`src/rtl/usb_ft_pkg.sv`:
```
package usb_ft_pkg;
  typedef enum logic [1:0] {
    FS_RESET   = 2'b00,
    FS_RESUME  = 2'b01,
    FS_OPER    = 2'b10,
    FS_SUSPEND = 2'b11
  } fstate_e;

  localparam int unsigned REG_W   = 32;
  localparam int unsigned TGL_BIT = 31;
  localparam int unsigned LDP_LSB = 16;
endpackage

```
`src/rtl/ft_regs.sv`:
```
module ft_regs
  import usb_ft_pkg::*;
#(
  parameter int unsigned FI_W     = 14,
  parameter int unsigned FI_RESET = 11999
) (
  input  logic             clk_i,
  input  logic             rst_ni,
  input  logic             ival_we_i,
  input  logic             pstart_we_i,
  input  logic [REG_W-1:0] wdata_i,
  output logic [FI_W-1:0]  fi_o,
  output logic [FI_W-1:0]  ldp_o,
  output logic             fit_o,
  output logic [FI_W-1:0]  ps_o,
  output logic [REG_W-1:0] ival_rd_o
);
  localparam int unsigned LDP_MSB = LDP_LSB + FI_W - 1;

  logic [FI_W-1:0] fi_q, ldp_q, ps_q;
  logic            fit_q;

  always_ff @(posedge clk_i or negedge rst_ni) begin
    if (!rst_ni) begin
      fi_q  <= FI_W'(FI_RESET);
      ldp_q <= '0;
      fit_q <= 1'b0;
    end else if (ival_we_i) begin
      fi_q  <= wdata_i[FI_W-1:0];
      ldp_q <= wdata_i[LDP_MSB:LDP_LSB];
      fit_q <= wdata_i[TGL_BIT];
    end
  end

  always_ff @(posedge clk_i or negedge rst_ni) begin
    if (!rst_ni)          ps_q <= '0;
    else if (pstart_we_i) ps_q <= wdata_i[FI_W-1:0];
  end

  // Readback: fields in write positions, unused bits zero
  always_comb begin
    ival_rd_o                  = '0;
    ival_rd_o[FI_W-1:0]        = fi_q;
    ival_rd_o[LDP_MSB:LDP_LSB] = ldp_q;
    ival_rd_o[TGL_BIT]         = fit_q;
  end

  assign fi_o  = fi_q;
  assign ldp_o = ldp_q;
  assign fit_o = fit_q;
  assign ps_o  = ps_q;
endmodule

```
`src/rtl/ft_remain.sv`:
```
module ft_remain #(
  parameter int unsigned FI_W = 14
) (
  input  logic            clk_i,
  input  logic            rst_ni,
  input  logic            load_i,
  input  logic            tick_i,
  input  logic [FI_W-1:0] fi_i,
  input  logic            fit_i,
  input  logic [FI_W-1:0] ps_i,
  output logic [FI_W-1:0] remain_o,
  output logic            tgl_o,
  output logic            frame_end_o,
  output logic            ps_hit_o
);
  logic [FI_W-1:0] remain_q;
  logic            tgl_q, ps_hit_q;
  logic            at_zero;

  assign at_zero     = (remain_q == '0);
  assign frame_end_o = tick_i & at_zero;

  always_ff @(posedge clk_i or negedge rst_ni) begin
    if (!rst_ni) begin
      remain_q <= '0;
      tgl_q    <= 1'b0;
    end else if (load_i || frame_end_o) begin
      remain_q <= fi_i;
      tgl_q    <= fit_i;
    end else if (tick_i) begin
      remain_q <= remain_q - 1'b1;
    end
  end

  // Crossing from ps to ps-1; a zero threshold is never crossed
  always_ff @(posedge clk_i or negedge rst_ni) begin
    if (!rst_ni) ps_hit_q <= 1'b0;
    else         ps_hit_q <= tick_i && !at_zero && (remain_q == ps_i);
  end

  assign remain_o = remain_q;
  assign tgl_o    = tgl_q;
  assign ps_hit_o = ps_hit_q;
endmodule

```
`src/rtl/ft_fnum.sv`:
```
module ft_fnum #(
  parameter int unsigned FN_W  = 16,
  parameter int unsigned LDP_W = 14
) (
  input  logic             clk_i,
  input  logic             rst_ni,
  input  logic             frame_end_i,
  input  logic             load_i,
  input  logic [LDP_W-1:0] ldp_i,
  output logic [FN_W-1:0]  fn_o,
  output logic [LDP_W-1:0] ldp_o,
  output logic             sof_o,
  output logic             fno_o
);
  localparam int unsigned MSB = FN_W - 1;

  logic [FN_W-1:0]  fn_q, fn_nxt;
  logic [LDP_W-1:0] ldp_q;
  logic             sof_q, fno_q;

  assign fn_nxt = fn_q + 1'b1;

  always_ff @(posedge clk_i or negedge rst_ni) begin
    if (!rst_ni) begin
      fn_q  <= '0;
      sof_q <= 1'b0;
      fno_q <= 1'b0;
    end else begin
      sof_q <= frame_end_i;
      fno_q <= frame_end_i && (fn_nxt[MSB] != fn_q[MSB]);
      if (frame_end_i) fn_q <= fn_nxt;
    end
  end

  always_ff @(posedge clk_i or negedge rst_ni) begin
    if (!rst_ni)                     ldp_q <= '0;
    else if (frame_end_i || load_i)  ldp_q <= ldp_i;
  end

  assign fn_o  = fn_q;
  assign ldp_o = ldp_q;
  assign sof_o = sof_q;
  assign fno_o = fno_q;
endmodule

```
`src/rtl/usb_frame_timer.sv`:
```
module usb_frame_timer
  import usb_ft_pkg::*;
#(
  parameter int unsigned FI_W     = 14,
  parameter int unsigned FN_W     = 16,
  parameter int unsigned FI_RESET = 11999
) (
  input  logic             clk_i,
  input  logic             rst_ni,
  input  logic             bit_en_i,
  input  logic [1:0]       state_i,
  input  logic             ival_we_i,
  input  logic             pstart_we_i,
  input  logic [31:0]      wdata_i,
  output logic [31:0]      ival_o,
  output logic [FI_W-1:0]  pstart_o,
  output logic [FI_W-1:0]  remain_o,
  output logic             remain_tgl_o,
  output logic [FN_W-1:0]  frame_num_o,
  output logic [FI_W-1:0]  ldp_o,
  output logic             sof_o,
  output logic             fno_o,
  output logic             pstart_hit_o
);
  logic            op, op_q, enter, tick, frame_end, fit;
  logic [FI_W-1:0] fi, ldp_cfg, ps;

  assign op    = (fstate_e'(state_i) == FS_OPER);
  assign enter = op & ~op_q;
  assign tick  = op & bit_en_i & ~enter;

  always_ff @(posedge clk_i or negedge rst_ni) begin
    if (!rst_ni) op_q <= 1'b0;
    else         op_q <= op;
  end

  ft_regs #(.FI_W(FI_W), .FI_RESET(FI_RESET)) u_regs (
    .clk_i, .rst_ni, .ival_we_i, .pstart_we_i, .wdata_i,
    .fi_o(fi), .ldp_o(ldp_cfg), .fit_o(fit), .ps_o(ps), .ival_rd_o(ival_o)
  );

  ft_remain #(.FI_W(FI_W)) u_remain (
    .clk_i, .rst_ni, .load_i(enter), .tick_i(tick), .fi_i(fi), .fit_i(fit),
    .ps_i(ps), .remain_o, .tgl_o(remain_tgl_o), .frame_end_o(frame_end),
    .ps_hit_o(pstart_hit_o)
  );

  ft_fnum #(.FN_W(FN_W), .LDP_W(FI_W)) u_fnum (
    .clk_i, .rst_ni, .frame_end_i(frame_end), .load_i(enter), .ldp_i(ldp_cfg),
    .fn_o(frame_num_o), .ldp_o, .sof_o, .fno_o
  );

  assign pstart_o = ps;
endmodule

```
`config.mk`:
```
export PLATFORM = sky130hd
export DESIGN_NAME = usb_frame_timer
export DESIGN_NICKNAME = d
export VERILOG_FILES = /design/src/rtl/usb_ft_pkg.sv /design/src/rtl/ft_regs.sv /design/src/rtl/ft_remain.sv /design/src/rtl/ft_fnum.sv /design/src/rtl/usb_frame_timer.sv
export SDC_FILE = /design/constraint.sdc
export NUM_CORES = 1
export LEC_CHECK = 0
export ABC_AREA = 1
export CAP_MARGIN = 15
export CORE_MARGIN = 2
export CORE_UTILIZATION = 25
export CTS_BUF_LIST = sky130_fd_sc_hd__clkbuf_4
export CTS_CLUSTER_SIZE = 14
export DETAILED_ROUTE_END_ITERATION = 8
export GPL_TIMING_DRIVEN = 0
export PLACE_DENSITY = 0.43
export SETUP_SLACK_MARGIN = 0.15
export SLEW_MARGIN = 20
export SYNTH_ARGS = -nofsm -noshare
export SYNTH_HDL_FRONTEND = slang
export SYNTH_HIERARCHICAL = 1
export SYNTH_SLANG_ARGS = --single-unit
```
`constraint.sdc`:
```
create_clock -name clk_i -period 6.15 [get_ports clk_i]
set_input_delay 0.9225 -clock clk_i [delete_from_list [all_inputs] [get_ports clk_i]]
set_output_delay 0.9225 -clock clk_i [all_outputs]
set_load 0.01 [all_outputs]
```
* After elaboration in Yosys (flattened, before gate mapping)
Cells that the tools add are included.
** Word-level totals
- Register bits after elaboration :: 92
- Output and inout bits :: 94
** Operators by class
- $add $sub $neg :: 2
- Equal/unequal tests :: 3
- Muxes and demuxes :: 2
- Bitwise logic cells :: 6
- Reductions and logical operators :: 7
** Operators by type and width (count)
- $mux W14 :: 2
- $add A16 B1 Y16 const B :: 1
- $eq A14 B14 Y1 :: 1
- $logic_not A14 Y1 :: 1
- $sub A14 B1 Y14 const B :: 1
- $and A1 B1 Y1 :: 4
- $logic_and A1 B1 Y1 :: 3
- $eq A2 B2 Y1 const B :: 1
- $not A1 Y1 :: 2
- $reduce_bool A2 Y1 :: 1
- $logic_not A1 Y1 :: 1
- $logic_or A1 B1 Y1 :: 1
- $ne A1 B1 Y1 :: 1

* Longest topological paths before layout
Gate-level depths: netlist of run 1.
- Depth after elaboration :: 7
- Mapped depth :: 14

* By module
Netlist of run 1, hierarchy kept.
** Modules (own cells, without submodules)
- ft_regs :: instances 1, cells each 215, area each 1883.1 um^2, seq. area each 1089.8 um^2
- ft_remain :: instances 1, cells each 231, area each 1436.4 um^2, seq. area each 400.4 um^2
- ft_fnum :: instances 1, cells each 118, area each 1428.9 um^2, seq. area each 800.8 um^2
- usb_frame_timer :: instances 1, cells each 7, area each 50.0 um^2, seq. area each 25.0 um^2

* Worst setup path after synthesis of run 1
Ideal clock, no wire load.
- Kind :: input-to-reg
- From :: in state_i[0]
- To :: reg u_fnum.fn_q[13] (netlist: u_fnum/fn_o[13])
- Setup time :: 0.113 ns
- Arrival time :: 2.342 ns
- Setup slack :: 3.695 ns
- Cell stages on the path :: 13
- Cells stage by stage :: inv_1 nand2_2 nor2_1 inv_1 nor3_1 buf_6 nand2_4 nor2_8 nand2_4 nor2_4 nand3_1 nand2_1 inv_1
** On the way
- Longest elaborated chain between the ends :: 5
** Ends and longest elaborated chain
- from (decl) :: RTL line usb_frame_timer.sv:11 : input logic [1:0] state_i,
- $eq A2 B2 Y1 * :: RTL line usb_frame_timer.sv:28 : assign op = (fstate_e'(state_i) == FS_OPER);
- $and A1 B1 Y1 :: RTL line usb_frame_timer.sv:29 : assign enter = op & ~op_q;
- $not A1 Y1 :: RTL line usb_frame_timer.sv:30 : assign tick = op & bit_en_i & ~enter;
- $and A1 B1 Y1 * :: RTL line usb_frame_timer.sv:30
- named net tick :: RTL line usb_frame_timer.sv:25 : logic op, op_q, enter, tick, frame_end, fit;
- $and A1 B1 Y1 * :: RTL line ft_remain.sv:21 : assign frame_end_o = tick_i & at_zero;
- named net frame_end :: RTL line usb_frame_timer.sv:25
- to (signal assigned) :: RTL line ft_fnum.sv:31 : if (frame_end_i) fn_q <= fn_nxt;
- to (decl) :: RTL line ft_fnum.sv:17 : logic [FN_W-1:0] fn_q, fn_nxt;
The timed path passes the listed nets; every way through them passes the cells marked *.
A chain may end at the register's enable or synchronous reset.

* Worst setup path in the final report of run 1
- From :: in state_i[1]
- To :: reg u_fnum.ldp_q[11] (netlist: u_fnum/ldp_o[11])
** On the way
- Longest elaborated chain between the ends :: 6
** Ends and longest elaborated chain
- $eq A2 B2 Y1 * :: RTL line usb_frame_timer.sv:28
- $and A1 B1 Y1 :: RTL line usb_frame_timer.sv:29
- $not A1 Y1 :: RTL line usb_frame_timer.sv:30
- $and A1 B1 Y1 * :: RTL line usb_frame_timer.sv:30
- named net tick :: RTL line usb_frame_timer.sv:25
- $and A1 B1 Y1 * :: RTL line ft_remain.sv:21
- named net frame_end :: RTL line usb_frame_timer.sv:25
- $logic_or A1 B1 Y1 * :: RTL line ft_fnum.sv:37 : else if (frame_end_i || load_i) ldp_q <= ldp_i;
- to (signal assigned) :: RTL line ft_fnum.sv:37
- to (decl) :: RTL line ft_fnum.sv:18 : logic [LDP_W-1:0] ldp_q;
Marks and branches as above.

==> impl.org, run 1 <==
** Floorplanning
- Number of rows created at floorplan :: 50
- Starting density of the core :: 25.6%
- The die is 143 um wide.
- Chip height :: 143 um
- Core outline area :: 18800 um2
- In this run the count of I/O pins placed on the die edge is 133.
- DIE AREA :: 20300 um2

** Hold path
- The worst hold path belongs to the class primary input to asynchronous set/reset pin.

** Run
- Max Cap Viol :: 0

** Clock tree
- Insertion delay of the later-clocked pin in the worst-skew pair :: around 0.48 ns
- Clock-pin slew was measured on the worst setup and hold paths at 0.16 ns.
- Clock tree synthesis selected as its root buffer the cell clkbuf_4.
- Bufs on Longest Clock Path :: 2
- Num Clock Sinks :: 92
- TritonCTS built the clock tree.
- Hold bufs inserted after CTS :: 0
- Post-CTS repair changed the size of 0 cells.
- Number of H-tree levels :: 3
- TritonCTS Buffers :: 9
- Total setup buffers inserted after CTS :: 0

** Detailed routing
- In the routed layout, each cell is associated on average with a via count of 4.19.
- For this block, the via count after detailed routing is 3983.
- Average wire length per cell after detail routing :: 14.1 um
- After the first detailed-routing iteration, the DRC count stood at between 150 and 200.
- In the routed design, unresolved DRC markers number 0.
- The detail route stage leaves a number of antenna-violating nets equal to 0.
- Total detailed-routing wirelength :: between 10000 and 15000 um
- The first detailed-routing pass ran for 4 iterations.

** Global route
- Maximum number of pins on one net before global-route repair :: 60
- The initial antenna violation count came to 1.
- After global routing the overflow that remains totals 0.
- GRT Resource Usage Total :: 13.9%
- The via count of the first global-routing pass is 3947.
- Wire length of the first global-routing pass :: roughly 22000 um

** Logic synthesis
- After Yosys synthesis, XOR and XNOR cells account for 3.29% of the synthesized area.
- Area share of fa/ha/maj cells after synthesis :: 0.522%
- The synthesized design contains 0 enable-type register cells.
- For this run, the number of Yosys warnings is 6.
- Synth async-reset ratio :: 100%
- Mean instance size in the synthesized netlist :: about 8.4 um2
- Top cell type's share of synthesized area :: 42.2%
- Netlist Area Pre-Place :: 4800 um2
- The synthesized netlist devotes ~1.7% of its cell area to compound gates.
- Synthesis produced a netlist whose cell count is roughly 570.
- After synthesis, the netlist uses 37 different library cells.
- Yosys reg bits :: 92
- Post-synthesis simple-gate area fraction :: a little under a third
- The most used flip-flop cell after synthesis is dfrtp_1.
- Part of the Yosys area used for sequential elements :: roughly half
- By area the synthesized netlist is led by dfrtp_1 (42%), nand2_1 (18%), dfstp_2 (6.0%).
- Measured against the total synthesized area, the mux share comes to 3.52%.
- Main combinational cell family by area after synthesis :: simple AND/OR/NAND/NOR gates
- Cell accounting for the most synthesized area :: dfrtp_1

** Layout
- Highest-count cells in the layout ignoring fill and taps :: nand2_1 (227), clkdlybuf4s50_1 (125), dfrtp_1 (81)
- Fraction of final layout cells with drive strength greater than 1 :: 15.9%
- For this run, the post-layout net count is 752.
- The filler cells instantiated in the layout total 1969.
- The finished cells cover between 6000 and 7000 um2.
- Layout-stage area growth over the synthesis result :: 36.1%
- At the end of the flow the core is filled with cells to 34.8%.
- For this run, the number of standard cells in the final layout without fillers is 950.
- Leaving out fill and tap cells, the most frequent cell in the layout is nand2_1.

** Power
- Total power divided by cell area :: 267 nW/um2
- Worst-case vdd ir drop :: around 0.098 mV
- Overall power consumption after layout is estimated at 0.00174 W.
- The analysis attributes to cell leakage a power of 3.21 nW.

** Timing
- The final count of hold timing violations was 0.
- Max-slew violation count :: 0
- On the final layout, the worst clock skew is 0.0228 ns.
- Fmax achieved :: 358 MHz
- For the final routed database, the setup TNS stands at 0 ns.
- Setup repair after global routing left no endpoint under its margin.
- The worst path uses 45.4% of the clock period.
- For the pin with the worst max-slew slack, the measured transition is 0.630 ns.
- The smallest clock period supported by the final layout is computed as approximately 2.8 ns.
- Setup violations, final :: 0
- Relative slew margins :: 57.8%

** Place
- PortBufs :: approximately 130
- After detailed placement, the total cell area comes to 6390 um2.
- Total placed cells including tap cells :: around 930
- The HPWL after detailed placement is about 10000 um.
- Placer's final routability congestion estimate :: 0.884

** Critical path
- STA puts the critical path data required time at 6.51 ns.
- STA classifies the critical path endpoint as a register.
- Peak fanout along the critical path :: 10
- Arrival time reported for the critical path endpoint :: 3.15 ns
- The setup path with the least slack is of type primary input to register.
- Startpoint type of the worst setup path :: primary input

** Status
- The flow ran to the end, and the final reports show no timing, DRC or antenna violations.
## per-stage QoR
step,hold slack (ns),setup WS (ns)
2_1_floorplan,0.449,3.70
3_3_place_gp,0.464,0.349
3_5_place_dp,0.462,2.90
4_1_cts,0.297,3.44
5_1_grt,0.299,3.19
6_report,0.323,3.36
## Yosys cell counts (2+ instances only)
| cell type | instances |
|---|---|
| buf_4 | 34 |
| nor2_4 | 8 |
| xor2_1 | 8 |
| mux2_2 | 5 |
| dfrtp_1 | 81 |
| inv_2 | 5 |
| nor2_1 | 29 |
| nand3_2 | 2 |
| nand2_2 | 11 |
| dfstp_2 | 11 |
| inv_1 | 44 |
| o21ai_0 | 9 |
| nand2_4 | 3 |
| a21oi_1 | 2 |
| nand4_1 | 5 |
| xnor2_1 | 10 |
| buf_6 | 6 |
| nor3_1 | 3 |
| nand3_4 | 2 |
| o22ai_1 | 2 |
| nand2_1 | 227 |
| mux2_1 | 10 |
| buf_2 | 4 |
| nand3_1 | 36 |
| ha_1 | 2 |
## flip-flops by register name, summed over array words and instances, names as in the netlist
register,cells
u_fnum/fn_o,16
u_regs/ldp_o,14
u_remain/tgl_o,1
u_remain/ps_hit_o,1
u_remain/remain_o,14
op_q,1
u_regs/ps_o,14
u_fnum/sof_o,1
u_regs/fit_o,1
u_regs/fi_o,14
u_fnum/ldp_o,14
u_fnum/fno_o,1
## layout make-up
class / count / area (um2) / share of cell area [%]
diodes: 1 / 2.50 / 0.0383
plain buffers: 48 / 378 / 5.78
clock buffers: 9 / 67.6 / 1.03
clock inverters: 6 / 73.8 / 1.13
inverters: 49 / 184 / 2.82
multi-input cells: 384 / 1930 / 29.5
flip-flops and latches: 92 / 2320 / 35.5
well taps: 234 / 293 / 4.48
repair buffers: 127 / 1290 / 19.7
## worst max-delay path, cell delays in order
cell,delay (ns)
clkdlybuf4s50_1,0.47
nand2_2,0.07
nor2_1,0.36
inv_1,0.14
nor3_1,0.40
buf_6,0.21
nor2_4,0.07
buf_6,0.19
mux2_1,0.31
## power breakdown
group	switching [W]	leakage [nW]	internal [W]
Sequential	0.0000952	1.13	0.000688
Clock	0.000233	0.0705	0.000127
Combinational	0.000298	2.01	0.000301
## kinds of logic after synthesis
logic type / count (synthesis)
AO/OA/AOI/OAI: 15
XOR/XNOR: 18
adder cells (fa/ha/maj): 2
buffers and inverters: 97
flip-flops: 92
multiplexers: 15
other: 1
AND/OR/NAND/NOR: 331
## worst paths after layout
kind,startpoint,end,slack (ns),cells after the start
max,state_i[1],u_fnum/ldp_o[11],3.36,9
min,rst_ni,u_remain/remain_o[9],0.32,1
max reg2reg,u_remain/remain_o[0],u_fnum/ldp_o[11],3.57,10
min reg2reg,u_regs/fi_o[2],u_regs/fi_o[2],0.49,2
max in group asynchronous,rst_ni,u_regs/fi_o[13],5.17,2
min in group clk_i,u_regs/fi_o[2],u_regs/fi_o[2],0.49,2
## per-layer routing
metal / wire length (um) / vias up / track usage [%] / part of all wire, %
li1: - / 2014 / - / -
met1: 6280 / 1873 / 19.1 / 47
met2: 6300 / 86 / 21.5 / 47
met3: 632 / 10 / 3.20 / 4.7
met4: 199 / 0 / 4.85 / 1.5
met5: 0 / - / 0 / 0
No activity file was read; power rests on OpenSTA's default activity.
==> inputs of run 2 (changes only) <==
- clock period: 6.15 -> 2.6 ns (I/O delays scaled with it)
==> impl.org, run 2 (synthesis gave the netlist of run 1 again) <==
** Floorplanning
- The die area came to 20300 um2 (unchanged).
- Core outline area :: 18800 um2 (unchanged)
- The starting density of the core was 25.6% (unchanged).
- The total number of placement rows was 50 (unchanged).
- Chip height :: 143 um (unchanged)
- The number of I/O pins is 133 (unchanged).
- Die width :: 143 um (unchanged)

** Timing
- The smallest setup slack after layout came to 0.331 ns (-3.02 ns).
- The number of pins with negative max-slew slack in the final report was 0 (unchanged).
- Transition time of the tightest slew-check pin :: 0.656 ns (+0.0257 ns)
- Relative slew margins :: 56.1% (-1.7 points)
- Based on the critical path, the design can be clocked at up to approximately 440 MHz.
- Worst hold slack :: 0.358 ns (+0.0352 ns)
- Setup violations, final :: 0 (unchanged)
- Post-route minimum period :: 2.27 ns
- The setup clock skew after layout was 0.0254 ns (+0.00262 ns).
- Final hold violation count :: 0 (unchanged)
- Of the available clock period, the critical path in the final layout requires 87.3%.
- Setup repair after global routing left no endpoint under its margin.

** Critical path
- CP endpoint kind :: register
- The maximum cell stage delay along the critical path is 0.43 ns (-0.04 ns).
- Bufs and invs on worst path :: 3 (-1)
- Worst Path Class, Setup :: register to register
- Crit path required time :: 2.96 ns (-3.55 ns)
- The slowest stage of the critical path belongs to the cell dfrtp_1.
- Peak fanout along the critical path :: 10 (unchanged)
- STA classifies the critical path startpoint as a register.
- Sequence of cells on the critical path :: inv_1 > ha_2 > nand3_4 > nor2_4 > nand2_1 > nor3_4 > buf_6 > nor2_4 > buf_6 > mux2_1
- Kind of cell with the highest combined delay on the critical path :: simple AND/OR/NAND/NOR gates
- Arrival time reported for the critical path endpoint :: 2.63 ns (-0.52 ns)

** Layout
- Final design instance area without fill :: 6570 um2 (+0.61%)
- Compared with the post-synthesis result, the final layout area differs by 37.0%.
- Fraction of the core area covered by cells at the end of the flow :: 35.0% (+0.21 points)
- Max FFs per register :: 16 (unchanged)
- The share of post-route cells with drive strength above 1 was 16.7% (+0.77 points).
- Most frequent standard cell in the layout excluding fill and tap cells :: nand2_1
- The top cell types in the final layout, fill and taps aside, are nand2_1 (227), clkdlybuf4s50_1 (125), dfrtp_1 (80).
- The final-stage net count is 755 (+0.40%).

** Clock tree
- Bufs on Longest Clock Path :: 2 (unchanged)
- Insertion delay of the later-clocked pin in the worst-skew pair :: 0.48 ns (about the same)
- The number of buffers inserted during clock tree synthesis was 9 (unchanged).
- The tree is rooted in a clkbuf_4.
- CTS clk-pin slew, worst paths :: 0.17 ns (about the same)
- TritonCTS built the clock tree.
- Number of H-tree levels :: 3 (unchanged)
- The number of sinks on the clock net is 92 (unchanged).

** Hold path
- In this run the worst hold path is classified as primary input to asynchronous set/reset pin.

** Run
- Max Cap Viol :: 0 (unchanged)

** Global route
- The maximum number of pins on one net before global-route repair was 60 (unchanged).
- Overflow left after global routing :: 0 (unchanged)
- Global-route met1 utilization :: 19.1% (+0.042 points)
- Number of antenna violations at the first check in global routing :: 1 (unchanged)
- The global-route usage over all layers was 14.0% (+0.064 points).
- The via count of the first global-routing pass came to 3957 (+0.25%).
- Global Route met2 Usage :: 21.6% (+0.10 points)
- The global-route wire length before repair came to 21800 um (+0.45%).
- Most crowded layer after global routing :: met2
- The met3 usage in global routing came to 3.20% (unchanged).

** Detailed routing
- The number of vias after detailed routing was 3976 (-0.18%).
- Total detailed-routing wirelength :: 13500 um (+0.57%)
- The count of TritonRoute iterations in the first routing pass is 4 (unchanged).
- The post-detailed-route count of antenna-violating nets is 0 (unchanged).
- Average wire length per cell after detail routing :: 14.2 um (+0.26%)
- The via count normalized by instance count was 4.17 (-0.49%).
- Violation count after the first detailed-routing iteration :: 176 (-6.9%)
- Remaining DRCs :: 0 (unchanged)

** Power
- The areal power density over the cells was 630 nW/um2 (+140%).
- The maximum ir drop on the vdd rail came to 0.231 mV (+140%).
- The leakage power is 3.22 nW (+0.61%).

** Place
- Placed standard-cell area :: 6390 um2 (unchanged)
- PortBufs :: 126 (unchanged)
- Detailed Place HPWL :: 10100 um (unchanged)
- Worst setup timing slack at the placement stage :: -0.116 ns (-3.02 ns)
- The global placement routability congestion was 0.884 (unchanged).

** Status
- The run finished with clean final reports.
-- run 2: cell count changes in the layout (fill, tap and decap cells not counted), sizes merged --
cell / delta
buf: +2
dlygate4sd3: +1
-- run 2: report_power, final --
group,switching (W),internal [W]
Sequential,0.000226,0.00163
Combinational,0.000714,0.000721
Clock,0.000552,0.000300
-- run 2: path summary, 6_finish.rpt --
| path | slack [ns] | start | endpoint | cells past startpoint |
|---|---|---|---|---|
| max in group asynchronous | 1.59 | rst_ni | u_regs/fi_o[13] | 3 |
| min in group clk_i | 0.43 | wdata_i[21] | u_regs/ldp_o[5] | 3 |
| worst max register to register | 0.33 | u_remain/remain_o[1] | u_fnum/ldp_o[11] | 10 |
| worst min register to register | 0.49 | u_regs/fi_o[2] | u_regs/fi_o[2] | 2 |
| worst min-delay path | 0.36 | rst_ni | u_fnum/fn_o[4] | 2 |
| worst max-delay path | 0.33 | u_remain/remain_o[1] | u_fnum/ldp_o[11] | 10 |
-- run 2: metrics by stage --
stage	TNS, ns	instances	power, W
after floorplan	0	573	0.00261
after global placement	-232.43	933	0.00331
after detailed placement	-1.40	934	0.00332
after CTS	0	950	0.00421
after global routing	0	953	0.00447
final	0	953	0.00414
-- run 2: final cells by class --
| class | count | area, um2 |
|---|---|---|
| Sequential cell | 92 | 2320 |
| Timing Repair Buffer | 130 | 1320 |
| Antenna cell | 1 | 2.50 |
| Inverter | 49 | 184 |
| Clock buffer | 9 | 67.6 |
| Fill cell | 1976 | 12200 |
| Buffer | 48 | 378 |
| Tap cell | 234 | 293 |
| Multi-Input combinational cell | 384 | 1940 |
| Clock inverter | 6 | 73.8 |
-- run 2: timing repair --
action,in CTS,in global routing
buffers inserted,0,2
setup endpoints to repair,15,20
resized for setup,2,3
hold buffers,1,0
pin swaps,0,1
hold endpoints to repair,30,0
-- run 2: layer usage --
metal	part of all wire (%)	routed length, um	vias to the layer above
met4	1.5	204	0
li1	-	-	2017
met3	4.9	660	10
met2	47	6400	81
met1	46	6220	1868
met5	0	0	-
==> inputs of run 3 (changes only) <==
- CELL_PAD_IN_SITES_DETAIL_PLACEMENT: not set -> 0
- CELL_PAD_IN_SITES_GLOBAL_PLACEMENT: not set -> 1
- CORE_UTILIZATION: 25 -> 36
- PLACE_DENSITY: 0.43 -> 0.79
- SYNTH_HIERARCHICAL: 1 -> not set
==> impl.org, run 3 <==
** Logic synthesis
- Top cell type's share of synthesized area :: 45.1% (+2.9 points)
- The most common cell in the synthesized netlist is nand2_1.
- Mean instance size in the synthesized netlist :: 8.45 um2 (+0.53%)
- The area of the mapped netlist is 4490 um2 (-6.3%).
- Synthesized instance count :: 532 (-6.8%)
- Part of the Yosys area used for sequential elements :: 51.5% (+3.3 points)
- The register bit count reported by yosys came to 92 (unchanged).
- Synth async-reset ratio :: 100% (unchanged)
- Cell accounting for the most synthesized area :: dfrtp_1
- Unique cell type count in the Yosys netlist :: 31 (-16%)
- Biggest area contributors in the synthesized netlist :: dfrtp_1 (45%), nand2_1 (13%), dfstp_2 (6.4%)
- For this run, the leading register cell type out of synthesis is dfrtp_1.
- The number of enable flip-flop cells after synthesis is 0 (unchanged).
- Ranking of synthesized cells by instance count :: nand2_1 (151), dfrtp_1 (81), inv_1 (76), o21ai_0 (45), nand3_1 (35)
- The number of warnings printed during yosys synthesis was 0 (-6).

** Timing
- The number of pins with negative max-slew slack in the final report came to 0 (unchanged).
- The setup clock skew after layout is 0.00945 ns (-0.0160 ns).
- The final count of hold timing violations was 0 (unchanged).
- The shortest period the worst path allows is 2.06 ns (-0.209 ns).
- Setup repair after global routing missed its margin :: false
- The setup TNS is 0 ns (unchanged).
- Period utilization :: 79.2% (-8.0 points)
- The slew at the pin closest to its max-slew limit came to 0.765 ns (+0.109 ns).
- Fmax achieved :: 485 MHz (+10%)
- Relative slew margins :: 49.0% (-7.1 points)
- The number of failing setup endpoints in the final timing report was 0 (unchanged).

** Detailed routing
- Vias :: 4006 (+0.75%)
- Total detailed-routing wirelength :: 12700 um (-5.6%)
- DR vias/cell :: 4.74 (+13%)
- The number of DRC markers in iteration 0 came to 237 (+35%).
- Wire length on met2 :: 5950 um (-7.1%)
- The routed metal-1 wire length came to 5740 um (-7.8%).
- Count of antenna-violating nets left after detailed routing :: 0 (unchanged)
- Uppermost routed layer :: met4
- The number of DRC violations after detailed routing came to 0 (unchanged).
- Average wire length per cell after detail routing :: 15.1 um (+6.3%)
- The total met3 wirelength after detailed routing was 862 um (+31%).
- The count of TritonRoute iterations in the first routing pass came to 4 (unchanged).

** Clock tree
- Bufs on Longest Clock Path :: 2 (unchanged)
- Num Clock Sinks :: 92 (unchanged)
- In this run the clock root is driven by a clkbuf_4.
- TritonCTS Buffers :: 9 (unchanged)
- Number of H-tree levels :: 3 (unchanged)
- The clock-pin slew of the registers on the worst-case setup and hold paths is 0.13 ns (-0.04 ns).
- The later-pin clock latency in the skew report is 0.43 ns (-0.05 ns).
- TritonCTS built the clock tree.

** Floorplanning
- Die width :: 116 um (-19%)
- Core outline area :: 12100 um2 (-35%)
- The y dimension of the die was 116 um (-19%).
- Starting density of the core :: 37.1% (+12 points)
- The die area came to 13400 um2 (-34%).
- The number of I/O pins is 133 (unchanged).
- Number of rows created at floorplan :: 40 (-20%)

** Global route
- Number of global-route vias before repair :: 3988 (+0.78%)
- Wire length of the first global-routing pass :: 20400 um (-6.1%)
- The global-route usage over all layers came to 19.9% (+5.9 points).
- Maximum number of pins on one net before global-route repair :: 62 (+3.3%)
- The initial antenna violation count came to 1 (unchanged).
- The final global-route overflow total is 0 (unchanged).

** Power
- The internal power consumption is 0.00268 W (+1.1%).
- Worst-case vdd ir drop :: 0.271 mV (+17%)
- The switching power of the nets came to 0.00139 W (-6.6%).
- Clock network power share :: 21.7% (+1.1 points)
- The leakage power came to 2.86 nW (-11%).
- The sequential share of power came to 45.3% (+0.5 points).
- Total power divided by cell area :: 660 nW/um2 (+4.8%)
- Fraction of power spent switching nets :: 34.2% (-1.8 points)
- Relative contribution of combinational cells to total power :: 33.0% (-1.7 points)

** Critical path
- Arrival time reported for the critical path endpoint :: 2.39 ns (-0.24 ns)
- Capturing point of the worst reg2reg path :: u_remain.remain_o[10]
- The register-to-register setup slack was 0.54 ns (+0.21 ns).
- Startpoint type of the worst setup path :: register
- Worst r2r src :: u_remain.remain_o[0]
- The worst reg-to-reg path cell count was 10 (unchanged).
- Peak fanout along the critical path :: 10 (unchanged)
- CP endpoint kind :: register
- Worst Path Class, Setup :: register to register
- The data required time of the worst path was 2.93 ns (-0.03 ns).

** Layout
- Post-route non-filler standard cell count :: 846 (-11%)
- The final-stage net count was 713 (-5.6%).
- Compared with the post-synthesis result, the final layout area differs by 37.1%.
- The share of post-route cells with drive strength above 1 is 10.3% (-6.4 points).
- Highest-count cells in the layout ignoring fill and taps :: nand2_1 (151), clkdlybuf4s50_1 (124), dfrtp_1 (81)
- Max FFs per register :: 16 (unchanged)
- The library cell used most frequently in the layout, excluding fill and tap cells, is nand2_1.

** Place
- Detailed Place HPWL :: 9490 um (-6.4%)
- The count of buffers from port buffering is 125 (-0.79%).
- Placer's final routability congestion estimate :: 0.899 (+1.7%)
- Total placed cells including tap cells :: 828 (-11%)

** Status
- The flow ran to the end, and the final reports show no timing, DRC or antenna violations.

** Hold path
- Worst hold-check path type :: primary input to asynchronous set/reset pin

** Run
- The total of max-cap violations is 0 (unchanged).
==> run 3: cell count changes in the layout (fill, tap and decap cells not counted), moves of 5 or more <==
| cell | before | now |
|---|---|---|
| nand2_1 | 227 | 151 |
| o21ai_0 | 9 | 45 |
| inv_1 | 43 | 76 |
| buf_4 | 36 | 5 |
| o21ai_2 | 0 | 15 |
| mux2_1 | 10 | 0 |
| nand2_2 | 11 | 2 |
| nor3_1 | 2 | 11 |
| clkbuf_1 | 1 | 9 |
| xor2_1 | 8 | 16 |
| inv_2 | 6 | 0 |
| nand4_1 | 5 | 10 |
| nor2_4 | 8 | 3 |
| xnor2_1 | 10 | 5 |
==> run 3: kinds of logic (layout without fill, tap and decap cells) <==
family                   Yosys count  count (layout)  share of synthesized area, %
other                              1               4                        0.0834
adder cells (fa/ha/maj)            2               2                         0.557
AND/OR/NAND/NOR                  247             247                          23.9
flip-flops                        92              92                          51.5
multiplexers                       5               5                          1.25
XOR/XNOR                          21              21                          4.09
buffers and inverters             97             240                          9.41
AO/OA/AOI/OAI                     67              67                          9.21
==> run 3: per-layer routing <==
| layer | GRT usage (%) | up-vias |
|---|---|---|
| li1 | - | 1949 |
| met3 | 5.91 | 12 |
| met4 | 6.03 | 0 |
| met1 | 26.6 | 1932 |
| met5 | 0 | - |
| met2 | 31.5 | 113 |
==> run 3: worst max-delay path by stage <==
stage                       endpoint  slack (ns)            startpoint
2_1_floorplan       u_fnum.ldp_o[10]        0.85  u_remain.remain_o[0]
3_3_place_gp         u_regs.ps_o[10]       -2.39                rst_ni
3_5_place_dp    u_remain.remain_o[8]        0.25            state_i[1]
4_1_cts        u_remain.remain_o[10]        0.51  u_remain.remain_o[0]
5_1_grt        u_remain.remain_o[10]        0.35  u_remain.remain_o[0]
6_report       u_remain.remain_o[10]        0.54  u_remain.remain_o[0]
==> run 3: what timing repair did <==
item                      CTS  global route
hold endpoints to repair   29             0
hold buffers                1             0
buffers inserted            0             0
resized for setup           0             0
==> run 3: final cells by class <==
type / instances / area, um2
timing repair buffer: 127 / 1290
fill: 1211 / 5950
clock inverter: 5 / 76.3
multi-input combinational: 345 / 1760
inverter: 78 / 298
buffer: 19 / 125
sequential: 92 / 2320
clock buffer: 11 / 82.6
antenna: 1 / 2.50
tap: 168 / 210
==> run 3: power by group through the flow <==
stage	clock network, W	registers (W)	logic (W)
floorplan	0	0.00190	0.000628
global placement	0	0.00187	0.00132
detailed placement	0	0.00187	0.00134
CTS	0.000913	0.00184	0.00135
global route	0.000975	0.00188	0.00148
finish	0.000884	0.00184	0.00134
==> run 3: critical path: stages (launching register included) <==
cell and delay (ns):
dfrtp_1 0.44, inv_1 0.11, ha_1 0.29, nand2_2 0.12
nor2_4 0.20, nand3_4 0.22, nand2_8 0.17, buf_8 0.15
nand2_1 0.10, nand3_1 0.10, nand2_1 0.06
==> run 3: metrics by stage <==
| step | setup WS (ns) | hold WS (ns) | instance area, um2 | utilization, % | total power, W |
|---|---|---|---|---|---|
| after floorplan | 0.852 | 0.0944 | 4500 | - | 0.00253 |
| after global placement | -2.39 | 0.465 | 5960 | 49.2 | 0.00319 |
| after detailed placement | 0.245 | 0.292 | 5990 | 49.5 | 0.00321 |
| after CTS | 0.507 | 0.374 | 6160 | 50.9 | 0.00410 |
| after global routing | 0.355 | 0.381 | 6160 | 50.9 | 0.00434 |
| final | 0.540 | 0.389 | 6160 | 50.9 | 0.00407 |
